<file path="config.mk">
export PLATFORM = sky130hd
export DESIGN_NAME = ivec_ctrl
export DESIGN_NICKNAME = d
export VERILOG_FILES = /design/src/rtl/ivec_pkg.sv /design/src/rtl/ivec_chan.sv /design/src/rtl/ivec_vec.sv /design/src/rtl/ivec_irq.sv /design/src/rtl/ivec_ctrl.sv
export SDC_FILE = /design/constraint.sdc
export NUM_CORES = 1
export LEC_CHECK = 0
export CAP_MARGIN = 20
export CORE_MARGIN = 1.5
export CORE_UTILIZATION = 35
export CTS_CLUSTER_DIAMETER = 30
export DETAILED_ROUTE_END_ITERATION = 7
export PLACE_DENSITY = 0.6
export SETUP_SLACK_MARGIN = 0.02
export SLEW_MARGIN = 0
export SYNTH_ARGS = -nofsm -noshare
export SYNTH_HDL_FRONTEND = slang
export SYNTH_SLANG_ARGS = --single-unit
</file>
<file path="constraint.sdc">
create_clock -name clk -period 5.4 [get_ports clk]
set_clock_uncertainty 0.15 [all_clocks]
set_input_delay 0.81 -clock clk [delete_from_list [all_inputs] [get_ports clk]]
set_output_delay 0.81 -clock clk [all_outputs]
set_load 0.005 [all_outputs]
</file>
<file path="src/rtl/ivec_pkg.sv">
package ivec_pkg;
  localparam int VEC_W  = 8;
  localparam int PEND_W = 8;
  localparam int NCH    = 2;
  localparam int OP_W   = 3;

  typedef enum logic [OP_W-1:0] {
    OP_RX_SET  = 3'd0,
    OP_TX_SET  = 3'd1,
    OP_RX_CLR  = 3'd2,
    OP_TX_CLR  = 3'd3,
    OP_IUS_RST = 3'd4,
    OP_CH_RST  = 3'd5
  } op_e;

  typedef enum logic [1:0] {
    VK_NONE = 2'd0,
    VK_RX   = 2'd1,
    VK_TX   = 2'd2
  } vkind_e;

  localparam logic [VEC_W-1:0] VEC_RESET = 8'h06;

  function automatic logic [VEC_W-1:0] vec_code(input logic is_b, input vkind_e k,
                                                input logic hi);
    logic [VEC_W-1:0] v;
    case (k)
      VK_RX:   v = is_b ? (hi ? 8'h20 : 8'h04) : (hi ? 8'h30 : 8'h0C);
      VK_TX:   v = is_b ? 8'h00 : (hi ? 8'h10 : 8'h08);
      default: v = hi ? 8'h60 : 8'h06;
    endcase
    return v;
  endfunction
endpackage

</file>
<file path="src/rtl/ivec_chan.sv">
module ivec_chan
  import ivec_pkg::*;
#(
  parameter bit IS_B = 1'b0
) (
  input  logic            clk,
  input  logic            rst_n,
  input  logic            op_hit,
  input  logic [OP_W-1:0] op,
  output logic            rx_pend,
  output logic            tx_pend,
  output logic            rx_us,
  output logic            tx_us,
  output logic            vec_we,
  output vkind_e          vec_kind
);
  logic n_rx_pend, n_tx_pend, n_rx_us, n_tx_us;
  logic do_rx_clr, do_tx_clr;

  always_comb begin
    n_rx_pend = rx_pend;
    n_tx_pend = tx_pend;
    n_rx_us   = rx_us;
    n_tx_us   = tx_us;
    vec_we    = 1'b0;
    vec_kind  = VK_NONE;
    do_rx_clr = 1'b0;
    do_tx_clr = 1'b0;
    if (op_hit) begin
      case (op)
        OP_RX_SET: begin
          n_rx_pend = 1'b1;
          if (!tx_us) begin
            n_rx_us  = 1'b1;
            vec_we   = 1'b1;
            vec_kind = VK_RX;
          end
        end
        OP_TX_SET: begin
          n_tx_pend = 1'b1;
          if (!rx_us) begin
            n_tx_us  = 1'b1;
            vec_we   = 1'b1;
            vec_kind = VK_TX;
          end
        end
        OP_RX_CLR:  do_rx_clr = 1'b1;
        OP_TX_CLR:  do_tx_clr = 1'b1;
        OP_IUS_RST: begin
          do_rx_clr = rx_us;
          do_tx_clr = !rx_us && tx_us;
        end
        OP_CH_RST: begin
          n_rx_pend = 1'b0;
          n_tx_pend = 1'b0;
          n_rx_us   = 1'b0;
          n_tx_us   = 1'b0;
          vec_we    = IS_B;
          vec_kind  = VK_NONE;
        end
        default: ;
      endcase
      if (do_rx_clr) begin
        n_rx_pend = 1'b0;
        n_rx_us   = 1'b0;
        vec_we    = 1'b1;
        vec_kind  = VK_NONE;
        if (tx_pend) begin
          n_tx_us  = 1'b1;
          vec_kind = VK_TX;
        end
      end
      if (do_tx_clr) begin
        n_tx_pend = 1'b0;
        n_tx_us   = 1'b0;
        vec_we    = 1'b1;
        vec_kind  = VK_NONE;
        if (rx_pend) begin
          n_rx_us  = 1'b1;
          vec_kind = VK_RX;
        end
      end
    end
  end

  always_ff @(posedge clk) begin
    if (!rst_n) begin
      rx_pend <= 1'b0;
      tx_pend <= 1'b0;
      rx_us   <= 1'b0;
      tx_us   <= 1'b0;
    end else begin
      rx_pend <= n_rx_pend;
      tx_pend <= n_tx_pend;
      rx_us   <= n_rx_us;
      tx_us   <= n_tx_us;
    end
  end

  // both sources of a channel are never under service together
  a_r7_us_exclusive: assert property (@(posedge clk) disable iff (!rst_n)
    !(rx_us && tx_us));
  // a source under service is always pending
  a_r8_us_implies_pend: assert property (@(posedge clk) disable iff (!rst_n)
    (rx_us -> rx_pend) && (tx_us -> tx_pend));
  // channel reset empties the channel's state on the next cycle
  a_r11_chan_reset: assert property (@(posedge clk) disable iff (!rst_n)
    (op_hit && op == OP_CH_RST) |=> (!rx_pend && !tx_pend && !rx_us && !tx_us));
  // service reset with receive under service releases receive
  a_r10_ius_rx_first: assert property (@(posedge clk) disable iff (!rst_n)
    (op_hit && op == OP_IUS_RST && rx_us) |=> !rx_us);
endmodule

</file>
<file path="src/rtl/ivec_vec.sv">
module ivec_vec
  import ivec_pkg::*;
(
  input  logic             clk,
  input  logic             rst_n,
  input  logic             status_hi,
  input  logic             we_a,
  input  vkind_e           kind_a,
  input  logic             we_b,
  input  vkind_e           kind_b,
  output logic [VEC_W-1:0] vector
);
  always_ff @(posedge clk) begin
    if (!rst_n) vector <= VEC_RESET;
    else if (we_a) vector <= vec_code(1'b0, kind_a, status_hi);
    else if (we_b) vector <= vec_code(1'b1, kind_b, status_hi);
  end

  // only one channel writes the shared vector in any cycle
  a_r7_single_writer: assert property (@(posedge clk) disable iff (!rst_n)
    $onehot0({we_a, we_b}));
  // the stored vector is always a legal code
  a_r6_legal_code: assert property (@(posedge clk) disable iff (!rst_n)
    vector inside {8'h00, 8'h04, 8'h06, 8'h08, 8'h0C, 8'h10, 8'h20, 8'h30, 8'h60});
  // vector holds when nobody writes it, whatever status_hi does
  a_r12_hold: assert property (@(posedge clk) disable iff (!rst_n)
    (!we_a && !we_b) |=> $stable(vector));
endmodule

</file>
<file path="src/rtl/ivec_irq.sv">
module ivec_irq
  import ivec_pkg::*;
(
  input  logic             clk,
  input  logic             rst_n,
  input  logic [NCH-1:0]   rx_pend,
  input  logic [NCH-1:0]   tx_pend,
  input  logic [NCH-1:0]   tx_ie,
  input  logic [2*NCH-1:0] rx_mode,
  input  logic [NCH-1:0]   brk_ie,
  input  logic [NCH-1:0]   brk_stat,
  output logic [NCH-1:0]   ext_q,
  output logic             irq
);
  logic [NCH-1:0] src;
  logic [NCH-1:0] rx_ok;

  for (genvar c = 0; c < NCH; c++) begin : g_src
    assign rx_ok[c] = (rx_mode[2*c+:2] == 2'b01) || (rx_mode[2*c+:2] == 2'b10);
    assign src[c]   = (tx_ie[c] && tx_pend[c]) || (rx_ok[c] && rx_pend[c]) ||
                      (brk_ie[c] && brk_stat[c]);
  end

  always_ff @(posedge clk) begin
    if (!rst_n) begin
      irq   <= 1'b0;
      ext_q <= '0;
    end else begin
      irq   <= |src;
      ext_q <= brk_ie & brk_stat;
    end
  end

  // an enabled pending transmit on A raises irq next cycle
  a_r2_tx_raises: assert property (@(posedge clk) disable iff (!rst_n)
    (tx_ie[0] && tx_pend[0]) |=> irq);
  // with every enable off and receive modes closed, irq is low next cycle
  a_r3_all_off: assert property (@(posedge clk) disable iff (!rst_n)
    (tx_ie == '0 && brk_ie == '0 &&
     rx_mode[1:0] inside {2'b00, 2'b11} && rx_mode[3:2] inside {2'b00, 2'b11}) |=> !irq);
endmodule

</file>
<file path="src/rtl/ivec_ctrl.sv">
module ivec_ctrl
  import ivec_pkg::*;
(
  input  logic              clk,
  input  logic              rst_n,
  input  logic              evt_valid,
  input  logic              evt_chan,
  input  logic [2:0]        evt_op,
  input  logic              status_hi,
  input  logic [1:0]        tx_ie,
  input  logic [3:0]        rx_mode,
  input  logic [1:0]        brk_ie,
  input  logic [1:0]        brk_stat,
  output logic              irq,
  output logic [7:0]        pend,
  output logic [7:0]        vector
);
  logic [NCH-1:0] rx_pend, tx_pend, rx_us, tx_us, vec_we, ext_q;
  vkind_e         vec_kind [NCH];

  for (genvar c = 0; c < NCH; c++) begin : g_ch
    ivec_chan #(.IS_B(c == 1)) u_chan (
      .clk      (clk),
      .rst_n    (rst_n),
      .op_hit   (evt_valid && (evt_chan == c[0])),
      .op       (evt_op),
      .rx_pend  (rx_pend[c]),
      .tx_pend  (tx_pend[c]),
      .rx_us    (rx_us[c]),
      .tx_us    (tx_us[c]),
      .vec_we   (vec_we[c]),
      .vec_kind (vec_kind[c])
    );
  end

  ivec_vec u_vec (
    .clk       (clk),
    .rst_n     (rst_n),
    .status_hi (status_hi),
    .we_a      (vec_we[0]),
    .kind_a    (vec_kind[0]),
    .we_b      (vec_we[1]),
    .kind_b    (vec_kind[1]),
    .vector    (vector)
  );

  ivec_irq u_irq (
    .clk      (clk),
    .rst_n    (rst_n),
    .rx_pend  (rx_pend),
    .tx_pend  (tx_pend),
    .tx_ie    (tx_ie),
    .rx_mode  (rx_mode),
    .brk_ie   (brk_ie),
    .brk_stat (brk_stat),
    .ext_q    (ext_q),
    .irq      (irq)
  );

  assign pend = {2'b00, rx_pend[0], tx_pend[0], ext_q[0], rx_pend[1], tx_pend[1], ext_q[1]};

  // the two top bits of the pending register never set
  a_r4_top_bits_zero: assert property (@(posedge clk) disable iff (!rst_n)
    pend[PEND_W-1:PEND_W-2] == 2'b00);
endmodule

</file>
==> summary.txt, run 1 <==
Job
  • Max-capacitance violation count: 0

Place
  • Placer Congestion: just under 0.9
  • Hpwl dp: 2.22 mm
  • Placed Area: around 1500 um^2
  • Port Buffer Count: 30

GRT
  • All-Layer GR Usage: 17.6%
  • Grt ovf: 0
  • Global-route wire length before repair: 4.92 mm
  • Largest net degree at the start of global routing: 17
  • Initial antenna violation count: 0
  • Vias in the first global route: roughly 1100

Clock tree
  • Root Buffer: clkbuf_4
  • CTS tree: done
  • Hold_buf cts: 0
  • Post-CTS Setup Inserts: 0
  • Clock Latency Late Sink: 0.30 ns
  • # clock sinks: 17
  • CTS H-tree depth: 1
  • Longest Clk Path Bufs: 2
  • Clock transition at path regs: ~0.11 ns
  • Post-CTS Resized: 0
  • CTS Buf Count: 3

Finish
  • Synthesis-to-layout area growth: 26.5%
  • N_diodes: 0
  • Fin nets: 196
  • Share of cells above drive strength 1: around 5.2%
  • Design area: between 1000 and 1500 um^2
  • Final cell utilization of the core: a little under half
  • # fillers: between 300 and 400

Synth
  • Syn Area/Cell: a little under 8 um^2
  • Post-Synth Simple-Gate Area: about 22%
  • Yosys reg bits: 17
  • Most used DFF post-synth: dfxtp_1
  • Cells after synthesis: 151
  • Count of unique library cells instantiated by Yosys: 45
  • Number of synthesized flops with an enable pin: 0
  • Post-synth ARST share: 0%
  • Synth top area share: 29.0%
  • Top cells by area, synth: dfxtp_1 (29%), buf_4 (5.1%), nor2_1 (4.8%)
  • Leading area contributor after synthesis: dfxtp_1
  • Sequential area share after synthesis: between 20% and 30%
  • Synth Cell Area: ~1200 um^2
  • Synth Area in Compound Gates: 29.8%
  • Post-Synth XOR/XNOR Area: under 10%
  • Yosys warnings: 0
  • Multiplexer share of the synthesized area: 3.52%
  • Largest family of logic cells by synthesized area: compound AO/OA/AOI/OAI gates
  • Adder-Cell Fraction of Synth Area: under 10%

Outcome
  • Status: finished clean

Die
  • Die Area: 3710 um^2
  • Core Rows: 20
  • Die height: roughly 61 um
  • Die width: between 60 and 70 um
  • Starting density of the core: between 30% and 40%
  • Core area: 3130 um^2
  • Io pins: 35

Power
  • Power Density: approximately 180 nW/um^2
  • Static Leakage: 0.589 nW
  • Worst vdd ir: roughly 0.000079 V
  • Overall power: between 200 and 300 uW

Detailed routing
  • Vias per cell: about 5.5
  • Routed WL: between 2 and 3 mm
  • Final ANT Viol Nets: 0
  • DRC errors left: 0
  • Vias: around 1200
  • Drt first pass iters: 4
  • Drt first-iter violations: 63
  • Wire length per cell: 13.0 um

STA
  • Period utilization: between 60% and 70%
  • Unrepaired setup endpoints after global routing: no
  • Tmin final: roughly 3.4 ns
  • Slew headroom: between 60% and 70%
  • Count of final max-slew check failures: 0
  • Fmax achieved: just under 0.3 GHz
  • Worst-margin pin slew: 0.553 ns
  • Final Setup Violations: 0
  • Fin. Hold Viols: 0
  • Final TNS setup: 0 ns

Critical path
  • CP max FO: 16
  • R2R Path Start: g_ch[0].u_chan.rx_us
  • Setup slack, reg-to-reg: a little over 3 ns
  • Critical path data required time: roughly 5.5 ns
  • Critical path capture point type: register
  • CP startpoint kind: input port
  • CP Class: input port to register
  • Register-to-Register Path Depth: 7
  • Worst reg2reg endpoint: u_vec.vector[4]
  • Worst Path Arrival: 3.48 ns

Hold path
  • Hold Path Class: register to register
  • Hold_sp: u_vec.vector[4]
  • Hold Path Cell Cnt: 2
  • Sink of the worst hold path: u_vec.vector[4]
-- cell type report --
cell class                 count  area, um^2  share of cell area, %
clock inverter                 1        5.00                  0.338
multi-input combinational    113         722                   48.7
tap                           44        55.1                   3.71
clock buffer                   3        22.5                   1.52
inverter                      10        37.5                   2.53
timing repair buffer          30         300                   20.3
sequential                    17         340                   23.0
-- worst max-delay path: stages --
cell,delay [ns]
clkdlybuf4s50_1,0.79
nor2_1,0.19
a41o_1,0.33
a22o_1,0.19
and2_1,0.17
ha_1,0.34
or4_1,0.51
a21oi_1,0.14
-- state kept, by name, indices dropped and copies added (netlist names) --
register and cells:
g_ch.u_chan.rx_us 2, u_vec.vector 6, u_irq.ext_q 2, g_ch.u_chan.rx_pend 2, u_irq.irq 1, g_ch.u_chan.tx_pend 2
g_ch.u_chan.tx_us 2
-- cell usage after synthesis (2+ instances only) --
library cell / count
xor2_1: 2
nor3_1: 4
nor2_1: 15
a21oi_1: 11
a41o_1: 3
nor2b_1: 5
nand2b_1: 2
ha_1: 3
inv_1: 10
or4_1: 2
o22ai_1: 3
a31oi_1: 2
mux2i_1: 3
and2_1: 2
nand2_1: 11
o21ai_0: 9
a22oi_1: 2
dfxtp_1: 17
clkbuf_1: 5
and3_1: 3
buf_4: 8
a211oi_1: 2
a22o_1: 2
a32oi_1: 2
nand3_1: 3
-- layer usage --
metal	GRT usage, %	vias up	share of wire, %
li1	-	583	-
met1	23.1	551	45
met2	27.8	53	47
met3	4.05	4	7.3
met4	7.14	0	1.1
met5	0	-	0
-- worst max path at each step --
stage               startpoint  slack, ns         endpoint  cells past startpoint
floorplan            evt_op[1]       2.47  u_vec.vector[3]                      8
global placement     evt_op[0]       1.77  u_vec.vector[4]                      8
detailed placement   evt_op[0]       1.73  u_vec.vector[4]                      8
CTS                  evt_op[0]       2.03  u_vec.vector[4]                      8
global route         evt_op[0]       1.82  u_vec.vector[3]                      8
finish               evt_op[0]       2.00  u_vec.vector[4]                      8
-- cells in the final DEF, fill, tap and decap left out, types with 4 or more instances in the layout --
master	count
nand2_1	11
inv_1	10
nor2b_1	5
o21ai_0	9
conb_1	4
dfxtp_1	17
nor2_1	15
a21oi_1	11
nor3_1	4
clkdlybuf4s50_1	30
-- metrics by stage --
| stage | setup WS (ns) | instances | hold slack [ns] |
|---|---|---|---|
| 4_1_cts | 2.03 | 218 | 0.313 |
| 3_5_place_dp | 1.73 | 214 | 0.297 |
| 2_1_floorplan | 2.47 | 154 | 0.298 |
| 3_3_place_gp | 1.77 | 214 | 0.293 |
| 5_1_grt | 1.82 | 218 | 0.336 |
| 6_report | 2.00 | 218 | 0.309 |
-- cells by family (layout without fill, tap and decap cells) --
kind of cell	count (synthesis)	count (layout)
XOR/XNOR	2	2
adder cells (fa/ha/maj)	3	3
AO/OA/AOI/OAI	48	48
AND/OR/NAND/NOR	52	52
flip-flops	17	17
buffers and inverters	24	44
multiplexers	4	4
other	1	4
-- report_power, final --
group	switching (mW)	internal, mW	total, mW	leakage [nW]
Clock	0.0451	0.0276	0.0727	0.0177
Sequential	0.00352	0.130	0.133	0.138
Combinational	0.0296	0.0311	0.0607	0.433
No activity file was read; power rests on OpenSTA's default activity.
==> inputs of run 2 (changes only) <==
==> constraint.sdc (replaced) <==
create_clock -name clk -period 3.5 [get_ports clk]
set_clock_uncertainty 0.15 [all_clocks]
set_input_delay 0.525 -clock clk [delete_from_list [all_inputs] [get_ports clk]]
set_output_delay 0.525 -clock clk [all_outputs]
set_load 0.005 [all_outputs]
==> summary.txt, run 2 (synthesis gave the netlist of run 1 again) <==
Finish
  • Share of cells above drive strength 1: under 10%
  • # fillers: 307
  • Fin nets: about 200
  • Non-filler cells, final: between 200 and 250
  • Most common cell after layout, fill and taps aside: clkdlybuf4s50_1
  • Max FFs per register: 6
  • N_diodes: 0
  • Synthesis-to-layout area growth: 30.3%
  • Most frequent cells in the layout: clkdlybuf4s50_1 (30), dfxtp_1 (17), nor2_1 (15), nand2_1 (11), a21oi_1 (11)
  • Register bank with the most flops: u_vec.vector

GRT
  • Initial antenna violation count: 0
  • Largest net degree at the start of global routing: 12
  • All-Layer GR Usage: between 10% and 20%
  • Global-route wire length before repair: roughly 4.9 mm
  • Vias in the first global route: roughly 1100
  • Grt ovf: 0

Clock tree
  • Clock Latency Late Sink: about 0.3 ns
  • CTS H-tree depth: 1
  • CTS Buf Count: 3
  • # clock sinks: 17
  • Root Buffer: clkbuf_4
  • Post-CTS Resized: 0
  • CTS tree: done
  • Clock transition at path regs: 0.11 ns
  • Post-CTS Setup Inserts: 0
  • Longest Clk Path Bufs: 2
  • Hold_buf cts: 0

STA
  • Fmax achieved: 0.345 GHz
  • Period utilization: a little over 80%
  • Final TNS setup: 0 ns
  • Final Setup Violations: 0
  • Unrepaired setup endpoints after global routing: no
  • Count of final max-slew check failures: 0
  • Tmin final: approximately 2.9 ns
  • Fin. Hold Viols: 0

Detailed routing
  • Vias per cell: 5.36
  • Final ANT Viol Nets: 0
  • Met2 wire length: between 1 and 1.5 mm
  • Wire length per cell: 13.5 um
  • Routed WL: between 3 and 4 mm
  • Drt first pass iters: 4
  • Top Layer Used: met4
  • Drt first-iter violations: 76
  • Met1 wire length: between 1 and 1.5 mm
  • WL met3: slightly above 200 um
  • Vias: 1201
  • DRC errors left: 0

Critical path
  • Worst Path Arrival: approximately 3.0 ns
  • CP Class: input port to register
  • Critical path data required time: ~3.6 ns
  • CP peak stage delay: 0.63 ns
  • Critical path capture point type: register
  • CP startpoint kind: input port
  • Slowest CP cell: clkdlybuf4s50_1
  • CP cell instances: clkdlybuf4s50_1 -> nor2_1 -> a41o_1 -> a22o_1 -> and2_1 -> ha_1 -> or4_1 -> a21oi_1
  • CP max FO: 10

Die
  • Core Rows: 20
  • Die height: just over 60 um
  • Core area: 3130 um^2
  • Die width: between 60 and 70 um
  • Io pins: 35
  • Starting density of the core: roughly 37%
  • Die Area: approximately 3700 um^2

Power
  • Static Leakage: 0.619 nW
  • Worst vdd ir: roughly 0.00014 V
  • Power Density: between 200 and 300 nW/um^2

Place
  • # placed instances: 220
  • Port Buffer Count: 30
  • Hpwl dp: 2.33 mm
  • Placer Congestion: 0.888

Hold path
  • Hold Path Class: register to register

Job
  • Max-capacitance violation count: 0

Outcome
  • Status: finished clean
[run 2: worst max-delay path: cells and delay by family]
| kind | cells | cell delay (ns) |
|---|---|---|
| AO/OA/AOI/OAI | 3 | 0.64 |
| adder cells (fa/ha/maj) | 1 | 0.35 |
| buffers and inverters | 1 | 0.63 |
| AND/OR/NAND/NOR | 3 | 0.84 |
[run 2: cell type report]
cell class	count	area [um^2]	share of cell area, %
well taps	44	55.1	3.60
inverters	10	37.5	2.46
clock inverters	1	5.00	0.328
flip-flops and latches	17	340	22.3
repair buffers	36	345	22.6
clock buffers	3	22.5	1.47
multi-input cells	113	722	47.3
[run 2: per-stage QoR]
stage	hold slack (ns)	setup WS [ns]	power, mW	utilization [%]	cell area (um^2)
after floorplan	0.298	0.857	0.264	-	1180
after detailed placement	0.297	0.329	0.310	48.0	1500
final	0.308	0.599	0.416	48.8	1530
after CTS	0.312	0.616	0.419	48.8	1530
after global placement	0.296	0.385	0.309	48.0	1500
after global routing	0.331	0.482	0.437	48.8	1530
[run 2: where the power goes]
part	internal, mW	switching, mW
Clock	0.0425	0.0668
Combinational	0.0522	0.0482
Sequential	0.200	0.00537
[run 2: worst paths after layout]
check / startpoint / end / slack (ns) / depth (start not counted)
worst min-delay path: u_vec.vector[3] / u_vec.vector[3] / 0.31 / 2
worst max-delay path: evt_op[1] / u_vec.vector[4] / 0.60 / 8
worst max register to register: g_ch[0].u_chan.rx_us / u_vec.vector[4] / 1.11 / 7
worst min register to register: u_vec.vector[3] / u_vec.vector[3] / 0.31 / 2
[run 2: routing by layer]
layer	vias up	global-route usage (%)
li1	601	-
met1	538	24.2
met2	54	27.2
met3	8	4.48
met4	0	6.21
met5	-	0
